==> src/rtl/dmaseq_pkg.sv <==
package dmaseq_pkg;
  localparam int MODE_W  = 3;
  localparam int CNT_LSB = 4;

  typedef enum logic [3:0] {
    S_IDLE, S_PRIM, S_ARB, S_CPY_RD, S_CPY_WR, S_INVAL, S_XR, S_XW, S_DONE
  } seqState_t;

  typedef enum logic [2:0] {
    A_PRIM, A_LIST, A_ALT, A_PCTRL, A_TSRC, A_TDST
  } addrSel_t;

  typedef struct packed {
    logic     clrIdx;
    logic     incIdx;
    logic     ldPrim;
    logic     ldTask;
    logic     capBuf;
    logic     incList;
    logic     clrList;
    logic     wrCtrl;
    addrSel_t addrSel;
  } seqStrobe_t;

  typedef struct packed {
    logic idxAt2;
    logic idxAt3;
    logic xferLast;
    logic listLastWord;
    logic listDone;
  } seqStatus_t;
endpackage

==> src/rtl/dmaseq_path.sv <==
module dmaseq_path
  import dmaseq_pkg::*;
#(
  parameter int ADDR_W = 32,
  parameter int DATA_W = 32,
  parameter int CNT_W  = 10
) (
  input  logic              clk,
  input  logic              rstN,
  input  seqStrobe_t        strb,
  input  logic [ADDR_W-1:0] primBase,
  input  logic [DATA_W-1:0] memRdata,
  output logic [ADDR_W-1:0] memAddr,
  output logic [DATA_W-1:0] memWdata,
  output seqStatus_t        stat
);
  localparam int LIST_W = CNT_W + 1;
  localparam logic [ADDR_W-1:0] ALT_SPAN  = ADDR_W'(12);
  localparam logic [ADDR_W-1:0] CTRL_OFFS = ADDR_W'(8);

  logic [CNT_W-1:0]  idx;
  logic [LIST_W-1:0] listIdx;
  logic [ADDR_W-1:0] pSrcEnd, pDstEnd, tSrc, tDst;
  logic [DATA_W-1:0] pCtrl, bufWord;
  logic [CNT_W-1:0]  tNm1;
  logic [CNT_W-1:0]  pNm1;
  logic [ADDR_W-1:0] listBase, altBase, idxOff, tSpan;

  function automatic logic [ADDR_W-1:0] wordOff(input logic [LIST_W-1:0] n);
    return ADDR_W'(n) << 2;
  endfunction

  assign pNm1     = pCtrl[CNT_LSB +: CNT_W];
  assign listBase = pSrcEnd - wordOff({1'b0, pNm1});
  assign altBase  = pDstEnd - ALT_SPAN;
  assign idxOff   = wordOff({1'b0, idx});
  assign tSpan    = wordOff({1'b0, tNm1});

  always_comb begin
    unique case (strb.addrSel)
      A_LIST:  memAddr = listBase + wordOff(listIdx);
      A_ALT:   memAddr = altBase + idxOff;
      A_PCTRL: memAddr = primBase + CTRL_OFFS;
      A_TSRC:  memAddr = tSrc - tSpan + idxOff;
      A_TDST:  memAddr = tDst - tSpan + idxOff;
      default: memAddr = primBase + idxOff;
    endcase
  end

  assign memWdata = strb.wrCtrl ? {pCtrl[DATA_W-1:MODE_W], MODE_W'(0)} : bufWord;

  assign stat.idxAt2       = (idx == CNT_W'(2));
  assign stat.idxAt3       = (idx == CNT_W'(3));
  assign stat.xferLast     = (idx == tNm1);
  assign stat.listLastWord = (listIdx == {1'b0, pNm1});
  assign stat.listDone     = (listIdx > {1'b0, pNm1});

  always_ff @(posedge clk) begin
    if (!rstN) begin
      idx     <= '0;
      listIdx <= '0;
      pSrcEnd <= '0;
      pDstEnd <= '0;
      pCtrl   <= '0;
      tSrc    <= '0;
      tDst    <= '0;
      tNm1    <= '0;
      bufWord <= '0;
    end else begin
      if (strb.clrIdx)      idx <= '0;
      else if (strb.incIdx) idx <= idx + CNT_W'(1);
      if (strb.clrList)      listIdx <= '0;
      else if (strb.incList) listIdx <= listIdx + LIST_W'(1);
      if (strb.capBuf) bufWord <= memRdata;
      if (strb.ldPrim) begin
        unique case (idx[1:0])
          2'd0:    pSrcEnd <= ADDR_W'(memRdata);
          2'd1:    pDstEnd <= ADDR_W'(memRdata);
          default: pCtrl   <= memRdata;
        endcase
      end
      if (strb.ldTask) begin
        unique case (idx[1:0])
          2'd0:    tSrc <= ADDR_W'(bufWord);
          2'd1:    tDst <= ADDR_W'(bufWord);
          2'd2:    tNm1 <= bufWord[CNT_LSB +: CNT_W];
          default: ;
        endcase
      end
    end
  end
endmodule

==> src/rtl/dmaseq_ctrl.sv <==
module dmaseq_ctrl
  import dmaseq_pkg::*;
(
  input  logic       clk,
  input  logic       rstN,
  input  logic       chStart,
  input  logic       perReq,
  input  logic       memRdy,
  input  logic       memErr,
  input  logic       errClr,
  input  seqStatus_t stat,
  output seqStrobe_t strb,
  output logic       memReq,
  output logic       memWe,
  output logic       reqAck,
  output logic       dmaDone,
  output logic       chanOn,
  output logic       dmaErr
);
  seqState_t state, nextState;
  logic errFlag, accept, bad;

  assign memReq  = (state == S_PRIM) || (state == S_CPY_RD) || (state == S_CPY_WR) ||
                   (state == S_INVAL) || (state == S_XR) || (state == S_XW);
  assign memWe   = (state == S_CPY_WR) || (state == S_INVAL) || (state == S_XW);
  assign accept  = memReq && memRdy && !memErr;
  assign bad     = memReq && memRdy && memErr;
  assign dmaDone = (state == S_DONE);
  assign chanOn  = (state != S_IDLE) && (state != S_DONE);
  assign dmaErr  = errFlag;

  always_comb begin
    strb         = '0;
    strb.addrSel = A_PRIM;
    nextState    = state;
    reqAck       = 1'b0;
    unique case (state)
      S_IDLE: if (chStart) begin
        strb.clrIdx  = 1'b1;
        strb.clrList = 1'b1;
        nextState    = S_PRIM;
      end
      S_PRIM: if (accept) begin
        strb.ldPrim = 1'b1;
        if (stat.idxAt2) begin
          strb.clrIdx = 1'b1;
          nextState   = S_ARB;
        end else strb.incIdx = 1'b1;
      end
      S_ARB: if (perReq) begin
        reqAck      = 1'b1;
        strb.clrIdx = 1'b1;
        nextState   = S_CPY_RD;
      end
      S_CPY_RD: begin
        strb.addrSel = A_LIST;
        if (accept) begin
          strb.capBuf = 1'b1;
          nextState   = S_CPY_WR;
        end
      end
      S_CPY_WR: begin
        strb.addrSel = A_ALT;
        if (accept) begin
          strb.ldTask  = 1'b1;
          strb.incList = 1'b1;
          if (stat.idxAt3) begin
            strb.clrIdx = 1'b1;
            nextState   = stat.listLastWord ? S_INVAL : S_XR;
          end else begin
            strb.incIdx = 1'b1;
            nextState   = S_CPY_RD;
          end
        end
      end
      S_INVAL: begin
        strb.addrSel = A_PCTRL;
        strb.wrCtrl  = 1'b1;
        if (accept) nextState = S_XR;
      end
      S_XR: begin
        strb.addrSel = A_TSRC;
        if (accept) begin
          strb.capBuf = 1'b1;
          nextState   = S_XW;
        end
      end
      S_XW: begin
        strb.addrSel = A_TDST;
        if (accept) begin
          if (stat.xferLast) begin
            strb.clrIdx = 1'b1;
            nextState   = stat.listDone ? S_DONE : S_ARB;
          end else begin
            strb.incIdx = 1'b1;
            nextState   = S_XR;
          end
        end
      end
      S_DONE:  nextState = S_IDLE;
      default: nextState = S_IDLE;
    endcase
    if (bad) nextState = S_IDLE;
  end

  always_ff @(posedge clk) begin
    if (!rstN) begin
      state   <= S_IDLE;
      errFlag <= 1'b0;
    end else begin
      state <= nextState;
      if (bad)         errFlag <= 1'b1;
      else if (errClr) errFlag <= 1'b0;
    end
  end
endmodule

==> src/rtl/dmaseq_top.sv <==
module dmaseq_top
  import dmaseq_pkg::*;
#(
  parameter int ADDR_W = 32,
  parameter int DATA_W = 32,
  parameter int CNT_W  = 10
) (
  input  logic              clk,
  input  logic              rstN,
  input  logic              chStart,
  input  logic [ADDR_W-1:0] primBase,
  input  logic              perReq,
  output logic              reqAck,
  output logic              memReq,
  output logic              memWe,
  output logic [ADDR_W-1:0] memAddr,
  output logic [DATA_W-1:0] memWdata,
  input  logic [DATA_W-1:0] memRdata,
  input  logic              memRdy,
  input  logic              memErr,
  output logic              chanOn,
  output logic              dmaDone,
  output logic              dmaErr,
  input  logic              errClr
);
  seqStrobe_t strb;
  seqStatus_t stat;

  dmaseq_ctrl u_ctrl (
    .clk(clk), .rstN(rstN), .chStart(chStart), .perReq(perReq),
    .memRdy(memRdy), .memErr(memErr), .errClr(errClr), .stat(stat),
    .strb(strb), .memReq(memReq), .memWe(memWe), .reqAck(reqAck),
    .dmaDone(dmaDone), .chanOn(chanOn), .dmaErr(dmaErr)
  );

  dmaseq_path #(.ADDR_W(ADDR_W), .DATA_W(DATA_W), .CNT_W(CNT_W)) u_path (
    .clk(clk), .rstN(rstN), .strb(strb), .primBase(primBase),
    .memRdata(memRdata), .memAddr(memAddr), .memWdata(memWdata), .stat(stat)
  );
endmodule

==> config.mk <==
export PLATFORM = sky130hd
export DESIGN_NAME = dmaseq_top
export DESIGN_NICKNAME = d
export VERILOG_FILES = /design/src/rtl/dmaseq_pkg.sv /design/src/rtl/dmaseq_path.sv /design/src/rtl/dmaseq_ctrl.sv /design/src/rtl/dmaseq_top.sv
export SDC_FILE = /design/constraint.sdc
export NUM_CORES = 1
export LEC_CHECK = 0
export ABC_AREA = 1
export BUFFER_PORTS_ARGS = -buffer_cell sky130_fd_sc_hd__buf_2
export CORE_ASPECT_RATIO = 1.1
export CORE_MARGIN = 2
export CORE_UTILIZATION = 55
export CTS_CLUSTER_DIAMETER = 80
export DETAILED_ROUTE_END_ITERATION = 8
export PLACE_DENSITY = 0.81
export SLEW_MARGIN = 0
export SYNTH_ARGS = -nofsm -noshare
export SYNTH_HDL_FRONTEND = slang
export SYNTH_SLANG_ARGS = --single-unit
==> constraint.sdc <==
create_clock -name clk -period 3.9 [get_ports clk]
set_input_delay 0.39 -clock clk [delete_from_list [all_inputs] [get_ports clk]]
set_output_delay 0.39 -clock clk [all_outputs]
set_load 0.01 [all_outputs]
==> results.py, run 1 <==
metrics = {
    "cts": {
        "h-tree-depth": 1,
        "clockBufferDepth": 3,
        "clk_pin_slew_worst_paths_ps": 60,
        "cts_tree": "built",
        "clkLatencyLatePin_ps": 590,
        "cts-root-buf": "clkbuf_16",
        "cts.sinks": 225,
        "hold_buffers": 0,
        "cts_buffers": 28,
        "post_cts_buffers": 0,
    },
    "sta": {
        "fin_crit_sh_pct": 99.6,
        "hold_violations": 0,
        "max_slew_margin_pct": 34.5,
        "drv_slew": 0,
        "setup_viol_count_final": 0,
        "rsz0062_at_grt": "true",
        "clock.fmax_ghz": 0.257,
        "finalCriticalPeriod_ps": 3880,
        "setup_ws_ps": 15.3,
        "tightest_slew_ps": 982,
        "fin_worst_skew_ps": 16.1,
    },
    "floorplan": {
        "start_util_pct": 55.7,
        "boundaryPins": 141,
        "dieWidth_um": 192,
        "design.core.area_sq_um": 38200,
        "die_area_sq_um": 40300,
        "rows": 75,
        "fp.dieH_um": 210,
    },
    "yosys": {
        "syn_inst": 3658,
        "synthFlopType": "dfxtp_1",
        "syn-num-nets": 3916,
        "yosys_warnings": 0,
        "synth_cell_types": 45,
        "synth_edf_count": 0,
        "netlist_area_sq_um": 21300,
        "avgSynthCellArea_sq_um": 5.82,
        "yosys_register_bits": 225,
        "synthArstFlopShare_pct": 0,
        "ys_seq_area_share_pct": 21.2,
    },
    "placement": {
        "pre_cts_slack_ps": 287,
        "port_buffers": 140,
        "place_hpwl_um": 63400,
        "place_inst": 4235,
        "place_congestion": 1.06,
    },
    "flow_run": {
        "drv_cap": 0,
    },
    "route": {
        "drc": 0,
        "wl_met3_um": 8080,
        "wl_per_cell_um": 18.6,
        "drt_pass1_iterations": 6,
        "wl_met2_um": 36100,
        "vias": 24200,
        "maxUsedRoutingLayer": "met5",
        "viasPerCell": 5.65,
        "drt_iter0_markers": 2425,
        "postRouteAntennaNets": 0,
        "wl_met1_um": 31600,
        "routed_wl_um": 79700,
    },
    "worst_setup_path": {
        "cp_max_fo": 5,
        "critPathLaunchType": "flip-flop",
        "critical_path_class": "flip-flop to output pin",
        "crit_path_end_kind": "output pin",
        "arrival_ps": 3490,
        "required_ps": 3510,
    },
    "power": {
        "peakVddDrop_uv": 411,
        "powerDensity_nw_per_um2": 293,
        "p_leak_nw": 12.8,
    },
    "global_routing": {
        "grtUsageTotal_pct": 38.7,
        "grt-ovfl-total": 0,
        "grt_max_degree": 116,
        "grt_first_pass_wirelength_um": 120000,
        "antenna_found_initial": 6,
        "grt_pass1_vias": 22600,
    },
    "final_layout": {
        "utilization_pct": 63.2,
        "nNetsFinal": 4023,
        "final_common_cell": "nand2_1",
        "final_cells": 4288,
        "syn_to_final_growth_pct": 13.3,
        "drive_gt1_share_pct": 11.3,
        "layout_common_cells": "944 x nand2_1, 630 x inv_1, 367 x nor2_1",
        "num-fill-cells": 3775,
    },
    "hold_path": {
        "min-delay-path-class": "primary input to flip-flop",
    },
    "status": {
        "status": "finished, final reports clean",
    },
}
==> synth_stat cells (8+ instances only) <==
| cell | count | area, sq um |
|---|---|---|
| a21oi_1 | 308 | 1540 |
| and2_1 | 8 | 50.1 |
| buf_2 | 10 | 50.1 |
| buf_6 | 9 | 101 |
| clkbuf_1 | 66 | 248 |
| dfxtp_1 | 225 | 4500 |
| fa_1 | 32 | 641 |
| ha_1 | 155 | 1940 |
| inv_1 | 646 | 2420 |
| inv_2 | 9 | 33.8 |
| nand2_1 | 980 | 3680 |
| nand3_1 | 261 | 1310 |
| nand3b_1 | 27 | 203 |
| nand4_1 | 42 | 263 |
| nor2_1 | 402 | 1510 |
| nor3_1 | 35 | 175 |
| o21ai_0 | 303 | 1520 |
| o21bai_1 | 13 | 97.6 |
| or2_2 | 17 | 106 |
| xnor2_1 | 16 | 140 |
| xor2_1 | 35 | 307 |
==> metal layers <==
metal  GRT usage, %  up-vias
met5              0        -
met4           17.2        4
met3           6.86      253
met2           64.0     1123
met1           49.1    11000
li1               -    11800
==> state kept, by name, summed over array words and instances, names as in the netlist <==
register,count
u_ctrl.dmaErr,1
u_ctrl.state,4
u_path.bufWord,32
u_path.idx,10
u_path.listIdx,11
u_path.pCtrl,29
u_path.pDstEnd,32
u_path.pSrcEnd,32
u_path.tDst,32
u_path.tNm1,10
u_path.tSrc,32
==> final timing paths <==
| check | from | endpoint | slack (ps) | cells after the start |
|---|---|---|---|---|
| setup / recovery | u_path.idx[9]$_SDFFE_PP0P_ | memAddr[15] | 20 | 16 |
| hold reg to reg | u_path.pDstEnd[2]$_SDFFE_PN0P_ | u_path.pDstEnd[2]$_SDFFE_PN0P_ | 470 | 2 |
| setup reg to reg | u_ctrl.state[3]$_SDFFE_PP0P_ | u_path.pSrcEnd[25]$_SDFFE_PN0P_ | 1040 | 10 |
| hold / removal | errClr | u_ctrl.dmaErr$_SDFFE_PN0P_ | 70 | 4 |
==> worst max-delay path: stages (launching register included) <==
cell,delay (ps)
dfxtp_4,380
inv_2,90
fa_1,420
inv_1,90
ha_1,300
nand2_1,100
nand2_1,70
nand2_1,60
nand2_1,110
a21oi_1,200
nand2_1,140
or2_2,300
nand3_1,100
nand2_1,130
nor2_2,160
nand3_2,110
buf_2,170
==> report_power, final <==
part	internal (mW)	switching (mW)
clock	1.65	1.14
sequential	2.32	0.0230
combinational	0.602	1.34
total	4.57	2.50
==> per-stage QoR <==
stage	cell area (sq um)	hold WS [ps]	TNS [ps]	total power [mW]
floorplan	21300	430	0	3.60
global placement	22400	447	0	4.17
detailed placement	22400	450	0	4.17
CTS	23500	54.7	-3.35	6.94
global route	24100	108	-214	7.36
finish	24100	66.7	0	7.07
==> area by class of cell <==
type	count	area, sq um	area share, %
multi-input cells	2691	14600	60.6
flip-flops and latches	225	4550	18.8
inverters	656	2460	10.2
repair buffers	163	888	3.68
clock buffers	36	761	3.15
well taps	500	626	2.59
clock inverters	14	204	0.845
diodes	3	7.51	0.0311
==> cell families (layout without fill, tap and decap cells) <==
group                    count (synthesis)  in the layout  share of synthesized area [%]
XOR/XNOR                                51             51                           2.10
buffers and inverters                  742            869                           13.5
AND/OR/NAND/NOR                       1793           1793                           35.0
flip-flops                             225            225                           21.2
adder cells (fa/ha/maj)                187            187                           12.1
AO/OA/AOI/OAI                          660            660                           16.1
other                                    0              3                              0
==> what timing repair did <==
| item | in CTS | in global routing |
|---|---|---|
| endpoints found under the setup margin | 26 | 27 |
| gates resized for setup | 49 | 170 |
| pin swaps | 0 | 15 |
Note: power is estimated with default switching activity, not from simulation.
==> run 2, diff against run 1 <==
Settings changed: CORE_UTILIZATION 55 to 49, PLACE_DENSITY 0.81 to 0.75.
==> run 2 against run 1 <==
Effect of this change:
- via count down 0.96%
- global-route usage down 4.2 points
- clock skew shrank 4.8 ps
- maximum frequency up 1.3%
- largest cell class unchanged
==> results.py, run 2 (synthesized netlist as in run 1, its figures left out) <==
metrics = {
    "status": {
        "status": "finished, final reports clean",
    },
    "placement": {
        "place_congestion": 1.02,
        "port_buffers": 140,
        "place_hpwl_um": 64200,
        "pre_cts_slack_ps": 247,
        "placed_cell_area_sq_um": 22500,
    },
    "cts": {
        "cts_tree": "built",
        "h-tree-depth": 1,
        "clk_pin_slew_worst_paths_ps": 60,
        "cts_buffers": 29,
        "cts-root-buf": "clkbuf_16",
        "clockBufferDepth": 3,
        "hold_buffers": 0,
        "cts.sinks": 225,
        "clkLatencyLatePin_ps": 580,
    },
    "route": {
        "routed_wl_um": 80000,
        "wl_per_cell_um": 18.3,
        "drt_iter0_markers": 2343,
        "drc": 0,
        "postRouteAntennaNets": 0,
        "drt_pass1_iterations": 7,
        "viasPerCell": 5.49,
        "vias": 24000,
    },
    "floorplan": {
        "die_area_sq_um": 45100,
        "dieWidth_um": 203,
        "design.core.area_sq_um": 43100,
        "boundaryPins": 141,
        "rows": 80,
        "fp.dieH_um": 223,
        "start_util_pct": 49.4,
    },
    "sta": {
        "setup-tns-final_ps": 0,
        "finalCriticalPeriod_ps": 3840,
        "fin_worst_skew_ps": 11.3,
        "tightest_slew_ps": 997,
        "hold_violations": 0,
        "clock.fmax_ghz": 0.261,
        "drv_slew": 0,
        "setup_ws_ps": 64.3,
        "max_slew_margin_pct": 33.5,
        "rsz0062_at_grt": "true",
        "fin_crit_sh_pct": 98.4,
        "setup_viol_count_final": 0,
    },
    "final_layout": {
        "layout_common_cells": "946 x nand2_1, 634 x inv_1, 374 x nor2_1",
        "stdcell_area_sq_um": 24300,
        "syn_to_final_growth_pct": 14.0,
        "nNetsFinal": 4026,
        "final_common_cell": "nand2_1",
        "num-fill-cells": 4463,
        "drive_gt1_share_pct": 11.2,
    },
    "global_routing": {
        "antenna_found_initial": 5,
        "grt_max_degree": 92,
        "grt_pass1_vias": 22500,
        "grt-ovfl-total": 0,
        "grtUsageTotal_pct": 34.6,
        "grt_first_pass_wirelength_um": 121000,
    },
    "worst_setup_path": {
        "arrival_ps": 3450,
        "crit_slowest_cell": "fa_1",
        "path_cells": "inv_1, fa_1, inv_1, ha_1, nand2_1, nor2_1, inv_1, nor2_1, nand2_1, nand2_2, nand2_1, nand3b_1, nand3_1, nand3_2, buf_2",
        "critPathLaunchType": "flip-flop",
        "crit_path_end_kind": "output pin",
        "required_ps": 3510,
        "critical_path_class": "flip-flop to output pin",
        "cp_max_fo": 5,
        "cp_slowest_stage_delay_ps": 490,
    },
    "power": {
        "powerDensity_nw_per_um2": 298,
        "p_leak_nw": 12.8,
        "peakVddDrop_uv": 395,
        "total_power_mw": 7.24,
    },
    "hold_path": {
        "min-delay-path-class": "primary input to flip-flop",
    },
    "flow_run": {
        "drv_cap": 0,
    },
}
==> run 2: cell types whose count changed in the layout (fill, tap and decap cells not counted), sizes merged <==
| cell | before | now |
|---|---|---|
| clkinv | 6 | 9 |
| buf | 163 | 165 |
| inv | 657 | 656 |
| clkinvlp | 3 | 2 |
| diode | 3 | 5 |
| clkbuf | 36 | 37 |
==> run 2: final cells by class <==
cell class	instances	area [sq um]	share of cell area, %
antenna	5	12.5	0.0515
inverter	656	2470	10.2
tap	574	718	2.96
clock buffer	37	806	3.32
clock inverter	15	215	0.887
timing repair buffer	165	910	3.75
multi-input combinational	2691	14600	60.2
sequential	225	4540	18.7
==> run 2: critical path: cells and delay by family, from the launching register on <==
kind / cells / cell delay [ps]
adders and majority gates: 2 / 860
buffers and inverters: 4 / 420
DFF: 1 / 370
and+or+nand+nor: 9 / 1210
==> run 2: where the power goes <==
| group | switching [mW] | internal (mW) | leakage, nW |
|---|---|---|---|
| Combinational | 1.38 | 0.614 | 10.5 |
| Clock | 1.17 | 1.73 | 0.497 |
| Sequential | 0.0214 | 2.32 | 1.82 |
==> run 2: worst paths after layout <==
kind | start | endpoint | slack [ps] | depth (start not counted)
worst min register to register | u_path.pDstEnd[0]$_SDFFE_PN0P_ | u_path.pDstEnd[0]$_SDFFE_PN0P_ | 470 | 2
worst max register to register | u_ctrl.state[3]$_SDFFE_PP0P_ | u_path.tSrc[28]$_SDFFE_PN0P_ | 990 | 10
worst min-delay path | errClr | u_ctrl.dmaErr$_SDFFE_PN0P_ | 70 | 4
worst max-delay path | u_path.listIdx[9]$_SDFFE_PP0P_ | memAddr[22] | 60 | 15
==> run 2: routing by layer <==
metal	share of wire (%)	global-route usage, %
met5	0.014	0
met4	4.6	15.2
met3	8.1	4.31
met2	46	58.7
met1	41	43.8
==> run 2: repair_timing <==
| action | in CTS | in global routing |
|---|---|---|
| setup endpoints to repair | 26 | 28 |
| gates resized for setup | 58 | 149 |
| setup buffers | 0 | 2 |
| pin swaps | 2 | 12 |
==> run 2: per-stage QoR <==
stage / hold slack [ps] / util, % / std cells
after global placement: 449 / 52.2 / 4309
after CTS: 52.1 / 54.9 / 4361
final: 74.4 / 56.3 / 4368
after global routing: 94.5 / 56.2 / 4363
after detailed placement: 452 / 52.2 / 4309
after floorplan: 430 / - / 3658
